`config.mk`:
```
export PLATFORM = sky130hd
export DESIGN_NAME = perf_counter_bank
export DESIGN_NICKNAME = d
export VERILOG_FILES = /design/src/rtl/perf_pkg.sv /design/src/rtl/perf_mode_filter.sv /design/src/rtl/perf_ctr_slice.sv /design/src/rtl/perf_read_mux.sv /design/src/rtl/perf_counter_bank.sv
export SDC_FILE = /design/constraint.sdc
export NUM_CORES = 1
export LEC_CHECK = 0
export ABC_AREA = 1
export BUFFER_PORTS_ARGS = -buffer_cell sky130_fd_sc_hd__buf_2
export CORE_UTILIZATION = 50
export CTS_BUF_LIST = sky130_fd_sc_hd__clkbuf_8
export CTS_CLUSTER_SIZE = 28
export DETAILED_ROUTE_END_ITERATION = 7
export GPL_TIMING_DRIVEN = 0
export PLACE_DENSITY_LB_ADDON = 0.08
export SYNTH_ARGS = -nofsm -noshare
export SYNTH_HDL_FRONTEND = slang
export SYNTH_HIERARCHICAL = 1
export SYNTH_SLANG_ARGS = --single-unit
```
`constraint.sdc`:
```
create_clock -name clk -period 2.5 [get_ports clk]
set_input_delay 0.5 -clock clk [delete_from_list [all_inputs] [get_ports clk]]
set_output_delay 0.5 -clock clk [all_outputs]
set_load 0.02 [all_outputs]
```
`src/rtl/perf_pkg.sv`:
```
package perf_pkg;
  localparam int CW = 32;
  // control register field positions
  localparam int B_EXL   = 0;
  localparam int B_KERN  = 1;
  localparam int B_SUPER = 2;
  localparam int B_USER  = 3;
  localparam int B_IE    = 4;
  localparam int EVS_LO  = 5;
  localparam int EVS_HI  = 14;
  localparam int VPE_LO  = 16;
  localparam int VPE_HI  = 19;
  localparam int TFM_LO  = 20;
  localparam int TFM_HI  = 21;
  localparam int TC_LO   = 22;
  localparam int TC_HI   = 29;
  localparam logic [29:0] CTRL_WMASK = 30'h3FFF_7FFF;
  // register map
  localparam logic [3:0] ADDR_STATUS = 4'd8;
  localparam logic [3:0] ADDR_CAP    = 4'd9;
  localparam int STATUS_PEND_BIT = 26;
  localparam int CAP_PRESENT_BIT = 4;

  typedef enum logic [1:0] {
    PRIV_KERNEL = 2'd0,
    PRIV_SUPER  = 2'd1,
    PRIV_USER   = 2'd2,
    PRIV_NONE   = 2'd3
  } priv_e;

  typedef enum logic [1:0] {
    TF_ANY  = 2'd0,
    TF_VPE  = 2'd1,
    TF_TC   = 2'd2,
    TF_NONE = 2'd3
  } tfilt_e;
endpackage

```
`src/rtl/perf_mode_filter.sv`:
```
module perf_mode_filter
  import perf_pkg::*;
(
  input  logic [3:0] mode_en,
  input  logic [1:0] tf_mode,
  input  logic [3:0] vpe_sel,
  input  logic [7:0] tc_sel,
  input  logic       at_exl,
  input  logic [1:0] priv_mode,
  input  logic [3:0] cur_vpe,
  input  logic [7:0] cur_tc,
  output logic       mode_ok,
  output logic       thread_ok
);
  always_comb begin
    if (at_exl) begin
      mode_ok = mode_en[B_EXL];
    end else begin
      unique case (priv_e'(priv_mode))
        PRIV_KERNEL: mode_ok = mode_en[B_KERN];
        PRIV_SUPER:  mode_ok = mode_en[B_SUPER];
        PRIV_USER:   mode_ok = mode_en[B_USER];
        default:     mode_ok = 1'b0;
      endcase
    end
  end

  always_comb begin
    unique case (tfilt_e'(tf_mode))
      TF_ANY:  thread_ok = 1'b1;
      TF_VPE:  thread_ok = (cur_vpe == vpe_sel);
      TF_TC:   thread_ok = (cur_tc == tc_sel);
      default: thread_ok = 1'b0;
    endcase
  end
endmodule

```
`src/rtl/perf_ctr_slice.sv`:
```
module perf_ctr_slice
  import perf_pkg::*;
#(
  parameter int EVT_NUM  = 16,
  parameter bit HAS_NEXT = 1'b1
) (
  input  logic               clk,
  input  logic               rst,
  input  logic               ctrl_we,
  input  logic               cnt_we,
  input  logic [CW-1:0]      wdata,
  input  logic [EVT_NUM-1:0] evt,
  input  logic               at_exl,
  input  logic [1:0]         priv_mode,
  input  logic [3:0]         cur_vpe,
  input  logic [7:0]         cur_tc,
  output logic [CW-1:0]      ctrl_rd,
  output logic [CW-1:0]      cnt_q,
  output logic               pend
);
  logic [29:0]        ctrl_q;
  logic               mode_ok, thread_ok;
  logic [9:0]         evsel;
  logic [EVT_NUM-1:0] evt_shift;
  logic               hit, inc;

  perf_mode_filter u_filt (
    .mode_en   (ctrl_q[B_USER:B_EXL]),
    .tf_mode   (ctrl_q[TFM_HI:TFM_LO]),
    .vpe_sel   (ctrl_q[VPE_HI:VPE_LO]),
    .tc_sel    (ctrl_q[TC_HI:TC_LO]),
    .at_exl    (at_exl),
    .priv_mode (priv_mode),
    .cur_vpe   (cur_vpe),
    .cur_tc    (cur_tc),
    .mode_ok   (mode_ok),
    .thread_ok (thread_ok)
  );

  assign evsel     = ctrl_q[EVS_HI:EVS_LO];
  assign evt_shift = evt >> evsel;
  assign hit       = evt_shift[0] && (32'(evsel) < EVT_NUM);
  assign inc       = hit && mode_ok && thread_ok;

  always_ff @(posedge clk) begin
    if (rst) begin
      ctrl_q <= '0;
      cnt_q  <= '0;
    end else begin
      if (ctrl_we) ctrl_q <= wdata[29:0] & CTRL_WMASK;
      if (cnt_we)   cnt_q <= wdata;
      else if (inc) cnt_q <= cnt_q + 1'b1;
    end
  end

  assign ctrl_rd = {HAS_NEXT, 1'b0, ctrl_q};
  assign pend    = cnt_q[CW-1] && ctrl_q[B_IE];

  AST_STEP_ONE: assert property (@(posedge clk) disable iff (rst) !cnt_we |=> ((cnt_q - $past(cnt_q)) <= 32'd1));
  AST_MODE_BLOCK: assert property (@(posedge clk) disable iff (rst) (!cnt_we && !mode_ok) |=> $stable(cnt_q));
  AST_THREAD_BLOCK: assert property (@(posedge clk) disable iff (rst) (!cnt_we && !thread_ok) |=> $stable(cnt_q));
  AST_STOPPED: assert property (@(posedge clk) disable iff (rst) (!cnt_we && ctrl_q[B_USER:B_EXL] == 4'd0) |=> $stable(cnt_q));
  AST_WRITE_WINS: assert property (@(posedge clk) disable iff (rst) cnt_we |=> (cnt_q == $past(wdata)));
endmodule

```
`src/rtl/perf_read_mux.sv`:
```
module perf_read_mux
  import perf_pkg::*;
#(
  parameter int NUM_CTR = 4
) (
  input  logic [NUM_CTR-1:0][CW-1:0] ctrl_v,
  input  logic [NUM_CTR-1:0][CW-1:0] cnt_v,
  input  logic [3:0]                 addr,
  input  logic                       pend_any,
  output logic [CW-1:0]              data
);
  always_comb begin
    data = '0;
    if (addr == ADDR_STATUS) begin
      data[STATUS_PEND_BIT] = pend_any;
    end else if (addr == ADDR_CAP) begin
      data[CAP_PRESENT_BIT] = 1'b1;
    end else begin
      for (int i = 0; i < NUM_CTR; i++) begin
        if (addr == 4'(2 * i))     data = ctrl_v[i];
        if (addr == 4'(2 * i + 1)) data = cnt_v[i];
      end
    end
  end
endmodule

```
`src/rtl/perf_counter_bank.sv`:
```
module perf_counter_bank
  import perf_pkg::*;
#(
  parameter int NUM_CTR = 4,
  parameter int EVT_NUM = 16
) (
  input  logic               clk,
  input  logic               rst,
  input  logic               reg_wr,
  input  logic               reg_rd,
  input  logic [3:0]         reg_addr,
  input  logic [CW-1:0]      reg_wdata,
  output logic [CW-1:0]      reg_rdata,
  input  logic [EVT_NUM-1:0] evt_pulse,
  input  logic               at_exl,
  input  logic [1:0]         priv_mode,
  input  logic [3:0]         cur_vpe,
  input  logic [7:0]         cur_tc,
  output logic               irq
);
  localparam int LAST = NUM_CTR - 1;

  logic [NUM_CTR-1:0][CW-1:0] ctrl_v;
  logic [NUM_CTR-1:0][CW-1:0] cnt_v;
  logic [NUM_CTR-1:0]         pend_v;
  logic                       pend_any;
  logic [CW-1:0]              rd_mux;

  for (genvar i = 0; i < NUM_CTR; i++) begin : g_ctr
    perf_ctr_slice #(
      .EVT_NUM  (EVT_NUM),
      .HAS_NEXT (i < LAST)
    ) u_slice (
      .clk       (clk),
      .rst       (rst),
      .ctrl_we   (reg_wr && reg_addr == 4'(2 * i)),
      .cnt_we    (reg_wr && reg_addr == 4'(2 * i + 1)),
      .wdata     (reg_wdata),
      .evt       (evt_pulse),
      .at_exl    (at_exl),
      .priv_mode (priv_mode),
      .cur_vpe   (cur_vpe),
      .cur_tc    (cur_tc),
      .ctrl_rd   (ctrl_v[i]),
      .cnt_q     (cnt_v[i]),
      .pend      (pend_v[i])
    );
  end

  assign pend_any = |pend_v;

  perf_read_mux #(.NUM_CTR(NUM_CTR)) u_rmux (
    .ctrl_v   (ctrl_v),
    .cnt_v    (cnt_v),
    .addr     (reg_addr),
    .pend_any (pend_any),
    .data     (rd_mux)
  );

  always_ff @(posedge clk) begin
    if (rst) begin
      irq       <= 1'b0;
      reg_rdata <= '0;
    end else begin
      irq <= pend_any;
      if (reg_rd) reg_rdata <= rd_mux;
    end
  end

  AST_IRQ_RESET: assert property (@(posedge clk) $past(rst) |-> !irq);
  AST_WIDE_ZERO: assert property (@(posedge clk) disable iff (rst) ctrl_v[0][30] == 1'b0);
  AST_LAST_NO_MORE: assert property (@(posedge clk) disable iff (rst) ctrl_v[LAST][31] == 1'b0);
  AST_STATUS_ONLY26: assert property (@(posedge clk) disable iff (rst) (reg_rd && reg_addr == ADDR_STATUS) |=> (reg_rdata[25:0] == '0 && reg_rdata[31:27] == '0));
endmodule

```
# ---- Word level (Yosys, flattened, before mapping)
# Index checks and enable logic that the tools add are counted.
dict set report totals {
  reg_bits 277
  input_bits 71
  elab_cells 118
}
dict set report classes {
  add_sub_neg 4
  magnitude_cmp 4
  eq_ne 27
  shift 4
  mux 34
  reduce_logical 35
}
# op count
set op_table {}
lappend op_table {{$mux 32} 16}
lappend op_table {{$add 32x1->32 const B} 4}
lappend op_table {{$shr 16x10->1} 4}
lappend op_table {{$lt 10x5->1 const B} 4}
lappend op_table {{$eq 8x8->1} 4}
lappend op_table {{$mux 27} 1}
lappend op_table {{$mux 26} 1}
lappend op_table {{$logic_and 1x1->1} 24}
lappend op_table {{$pmux 1 s3} 8}
lappend op_table {{$eq 4x3->1 const B} 4}
lappend op_table {{$eq 4x4->1} 4}
lappend op_table {{$eq 2x1->1 const B} 5}
lappend op_table {{$eq 2x2->1 const B} 5}
lappend op_table {{$logic_not 2->1} 5}
lappend op_table {{$eq 4x2->1 const B} 2}
lappend op_table {{$eq 4x4->1 const B} 2}
lappend op_table {{$reduce_bool 2->1} 4}
lappend op_table {{$mux 1} 6}
lappend op_table {{$mux 5} 1}
lappend op_table {{$eq 4x1->1 const B} 1}
lappend op_table {{$logic_not 4->1} 1}
lappend op_table {{$mux 4} 1}
lappend op_table {{$reduce_or 4->1} 1}

# ---- Depth between registers and ports, before layout
dict set report logic_depth {
  word_depth 11
  ltp_mapped 15
  mapped_depth_nobuf 14
}

# ---- By module
# The synthesis kept the hierarchy.
# mod instances cells_per_inst area_each_um2
set modules_own_cells {}
lappend modules_own_cells {{perf_ctr_slice at g_ctr[0].u_slice ...} 3 615 3797.4}
lappend modules_own_cells {{perf_ctr_slice at g_ctr[3].u_slice} 1 614 3793.6}
lappend modules_own_cells {perf_read_mux 1 542 2437.3}
lappend modules_own_cells {perf_counter_bank 1 161 1224.9}
lappend modules_own_cells {perf_mode_filter 4 70 285.3}

# ---- Worst setup path before layout
# Ideal clock, no wire load.
dict set report synth_timing {
  path_type {input to register}
  from {input port cur_tc[3]}
  to {register g_ctr[0].u_slice.cnt_q[13]}
  arrival_ns 1.708
  required_time_ns 2.367
  path_slack_ns 0.659
  stages 13
  path_buffers 1
  cell_sequence {inv_1 nor2_1 nor2_1 nand2_1 nor2_1 nand3_1 nand2_1 nand2_1 nor4_2 nand3_4 buf_2 nand3_1 a21oi_2}
}
dict set report synth_between {
  elab_chain_len 4
}
# item line
set synth_rtl {}
lappend synth_rtl {{start, declared} perf_counter_bank.sv:18} ;# input logic [7:0] cur_tc,
lappend synth_rtl {{$eq 8x8->1} perf_mode_filter.sv:32} ;# TF_TC: thread_ok = (cur_tc == tc_sel);
lappend synth_rtl {{$pmux 1 s3} perf_mode_filter.sv:29} ;# unique case (tfilt_e'(tf_mode))
lappend synth_rtl {{named net g_ctr[0].u_slice.thread_ok} perf_ctr_slice.sv:22} ;# logic mode_ok, thread_ok;
lappend synth_rtl {{$logic_and 1x1->1} perf_ctr_slice.sv:43} ;# assign inc = hit && mode_ok && thread_ok;
lappend synth_rtl {{$reduce_bool 2->1 (no line)} -}
lappend synth_rtl {{end signal, assigned} perf_ctr_slice.sv:51} ;# if (cnt_we) cnt_q <= wdata;
lappend synth_rtl {{end signal, assigned} perf_ctr_slice.sv:52} ;# else if (inc) cnt_q <= cnt_q + 1'b1;
lappend synth_rtl {{end, declared} perf_ctr_slice.sv:18} ;# output logic [CW-1:0] cnt_q,
# The timed path passes the listed nets, and every way through them passes these cells.
# A chain may end at the register's enable or synchronous reset.

# ---- Worst setup path in the final report
dict set report layout_timing {
  from {register g_ctr[2].u_slice.ctrl_q[29]}
  to {register g_ctr[2].u_slice.cnt_q[27]}
}
dict set report layout_between {
  elab_chain_len 4
}
# item line
set layout_rtl {}
lappend layout_rtl {{start, declared} perf_ctr_slice.sv:21} ;# logic [29:0] ctrl_q;
lappend layout_rtl {{start signal, assigned} perf_ctr_slice.sv:50} ;# if (ctrl_we) ctrl_q <= wdata[29:0] & CTRL_WMASK;
lappend layout_rtl {{$eq 8x8->1} perf_mode_filter.sv:32}
lappend layout_rtl {{$pmux 1 s3} perf_mode_filter.sv:29}
lappend layout_rtl {{named net g_ctr[2].u_slice.thread_ok} perf_ctr_slice.sv:22}
lappend layout_rtl {{$logic_and 1x1->1} perf_ctr_slice.sv:43}
lappend layout_rtl {{$reduce_bool 2->1 (no line)} -}
lappend layout_rtl {{end signal, assigned} perf_ctr_slice.sv:51}
lappend layout_rtl {{end signal, assigned} perf_ctr_slice.sv:52}
lappend layout_rtl {{end, declared} perf_ctr_slice.sv:18}
# The timed path passes the listed nets, and every way through them passes these cells.

==> out/metrics.json <==
{
  "run_status": "completed",
  "antenna_found_initial": 9,
  "arrival_ns": 3.00,
  "regToRegEndpoint": "g_ctr[2].u_slice/cnt_q[27]",
  "maxCapViolCount": 0,
  "finalSetupTns_ns": 0,
  "rows": 72,
  "worst_hold_path_type": "in -> reg",
  "grt_start_max_net_pins": 15,
  "drt-vias-per-instance": 5.69,
  "yosys-top-cells-count": "nand2_1, nor2_1, nand3_1",
  "post-route-min-period_ns": 2.42,
  "crit_fanout": 10,
  "ys_seq_elements": 277,
  "drt_pre_antenna_iters": 6,
  "die_w_um": 202,
  "finalWirelength_um": 88500,
  "ys_seq_area_share_pct": 27.7,
  "finClkSkew_ns": 0.0305,
  "cts_buffers": 53,
  "start_util_pct": 51.2,
  "worst_slew_margin_rel_pct": 48.4,
  "first_global_vias": 21101,
  "post_synth_inst_count": 3442,
  "cts_tree": "yes",
  "timing.final.hold_violations": 0,
  "post-dp-hpwl_um": 67400,
  "grt_overflow_total": 0,
  "top_level_ports": 104,
  "netlist_area_mm2": 0.0200,
  "grt_pass1_wl_um": 130000,
  "tritoncts_num_sinks": 277,
  "ys_top_cells_by_area": "dfxtp_1, nand2_1, nand3_1",
  "drive_gt1_share_pct": 11.4,
  "cp_endpoint_kind": "register",
  "rrSetupSlack_ns": 0.08,
  "timing.final.crit_share_pct": 96.9,
  "synth_area_per_cell_um2": 5.81,
  "number_of_flops_mapped_to_enable_cells_by_yosys": 0,
  "globalplace.congestion": 1.06,
  "clock_insertion_delay_worst_skew_ns": 0.68,
  "startpoint_class_of_the_critical_path": "register",
  "fillers": 4056,
  "drtIter0Drc": 3117,
  "clkSlewWorstSetupHoldPaths_ns": 0.06,
  "placement.setup.worst_slack_ns": -0.284,
  "ys_async_sr_fraction_pct": 0,
  "min_delay_path_depth": 3,
  "port-buffer-count": 103,
  "critical_path.reg2reg.startpoint": "g_ctr[2].u_slice/ctrl_q[29]",
  "cts_buffer_depth": 3,
  "avgRoutedWirePerCell_um": 21.2,
  "coreArea_mm2": 0.0390,
  "yosysWarnings": 6,
  "finalWorstSetupSlack_ns": 0.0782,
  "hold_crit_start": "reg_rd",
  "fin_nets": 3680,
  "synth_top_flop_cell": "dfxtp_1",
  "synth_top_area_share_pct": 27.7,
  "worst_supply_voltage_drop_on_vdd_uv": 388,
  "total_power_mw": 11.1,
  "r2r_cells": 15,
  "cts-htree-levels": 2,
  "setup_violations": 0,
  "p_leak_nw": 9.09,
  "worst-slew-pin-transition_ns": 0.772,
  "vias": 23720,
  "drc": 0,
  "yosysMostFrequentCell": "nand2_1",
  "die_area_mm2": 0.0408,
  "holdBufCountCts": 0,
  "holdPathEnd": "reg_rdata[15]",
  "residual_antenna_violating_net_count_after_detailed_routing": 0,
  "worst-setup-path-type": "reg -> reg",
  "die-height_um": 202,
  "root_driver": "clkbuf_8",
  "worstPathRequired_ns": 3.08,
  "synth_cell_type_count": 39,
  "power.density_mw_per_mm2": 495,
  "netlist.top_cell.by_area": "dfxtp_1",
  "synthToLayoutAreaGrowth_pct": 12.0,
  "maxSlewViolCount": 0,
  "grtUsageTotal_pct": 42.7,
  "achievable-frequency_mhz": 413
}
[worst max-delay path by stage]
| stage | from | end | slack, ns | cells after the start |
|---|---|---|---|---|
| after global placement | cur_vpe[1] | g_ctr[2].u_slice/cnt_q[6] | -0.28 | 16 |
| after CTS | g_ctr[2].u_slice/ctrl_q[29] | g_ctr[2].u_slice/cnt_q[27] | 0.03 | 15 |
| after detailed placement | cur_vpe[1] | g_ctr[2].u_slice/cnt_q[8] | -0.28 | 16 |
| after global routing | g_ctr[1].u_slice/ctrl_q[29] | g_ctr[1].u_slice/cnt_q[28] | -0.01 | 15 |
| final | g_ctr[2].u_slice/ctrl_q[29] | g_ctr[2].u_slice/cnt_q[27] | 0.08 | 15 |
| after floorplan | cur_tc[3] | g_ctr[0].u_slice/cnt_q[13] | 0.66 | 13 |
[sequential cells by signal (all words and copies together) (netlist names)]
name                  cells
g_ctr.u_slice/ctrl_q    116
reg_rdata                32
irq                       1
g_ctr.u_slice/cnt_q     128
[what timing repair did]
| item | in CTS | in global routing |
|---|---|---|
| hold endpoints to repair | 0 | 0 |
| resized for setup | 0 | 4 |
| setup endpoints to repair | 0 | 94 |
| setup buffers | 0 | 0 |
[cell families after synthesis]
| logic type | count (synthesis) | synth area share (%) |
|---|---|---|
| other cells | 7 | 0.131 |
| compound gates | 382 | 10.4 |
| flops | 277 | 27.7 |
| xor+xnor | 60 | 2.63 |
| fa+ha+maj | 4 | 0.250 |
| simple gates | 2238 | 48.3 |
| buf+inv | 474 | 10.6 |
[worst max-delay path, cell delays in order, from the launching register on]
cell,delay [ns]
dfxtp_1,0.38
inv_1,0.05
nand2_1,0.05
nand2_1,0.05
inv_1,0.05
nand2_1,0.05
nor2_1,0.14
nand3_1,0.12
nand2_1,0.11
nand2_1,0.10
nor4_4,0.42
nand3_4,0.26
nand2_4,0.19
buf_6,0.16
nand2_1,0.07
a21oi_1,0.13
[layout make-up]
type	count	area, um^2	area share (%)
sequential	277	5550	24.8
multi-input combinational	2696	12400	55.3
timing repair buffer	103	515	2.30
buffer	171	962	4.30
clock buffer	63	867	3.87
clock inverter	29	295	1.32
inverter	303	1150	5.13
tap	518	648	2.90
antenna	7	17.5	0.0782
[power breakdown]
part | leakage (nW) | total, mW | switching, mW | internal [mW]
Sequential | 2.24 | 4.57 | 0.0789 | 4.49
Clock | 0.636 | 5.15 | 2.25 | 2.91
Combinational | 6.21 | 1.36 | 0.995 | 0.369
Total | 9.09 | 11.1 | 3.32 | 7.76
[metal layers]
metal	global-route usage, %	vias up	share of wire (%)	wire length (um)
li1	-	11161	-	-
met1	57.4	10804	40	35400
met4	22.2	6	5.4	4810
met3	12.7	264	14	12500
met5	0	-	0.044	39
met2	61.2	1485	40	35600
[stage by stage]
step                      utilization, %  cells  hold slack (ns)  area [um^2]
after CTS                           57.3   4160            0.158        22300
final                               57.4   4167            0.191        22400
after floorplan                        -   3447            0.446        20000
after detailed placement            54.3   4068            0.468        21200
after global placement              54.3   4068            0.461        21200
after global routing                57.3   4160            0.184        22400
[cells in the final DEF (no fill, tap or decap), types with 17 or more instances in the layout]
cell type  count
inv_1        296
a211oi_1      28
nand3_1      311
buf_2        138
a21oi_1      233
nor2_2        30
clkbuf_1      77
nand2_2       19
or2_0         18
clkbuf_8      63
or2_2         17
buf_4         20
nand3b_1      41
nand4_1       31
nor2_1       381
nand2_1     1334
o21ai_0       85
nor2_4        26
xor2_1        48
dfxtp_1      277
No activity file was read; power rests on OpenSTA's default activity.
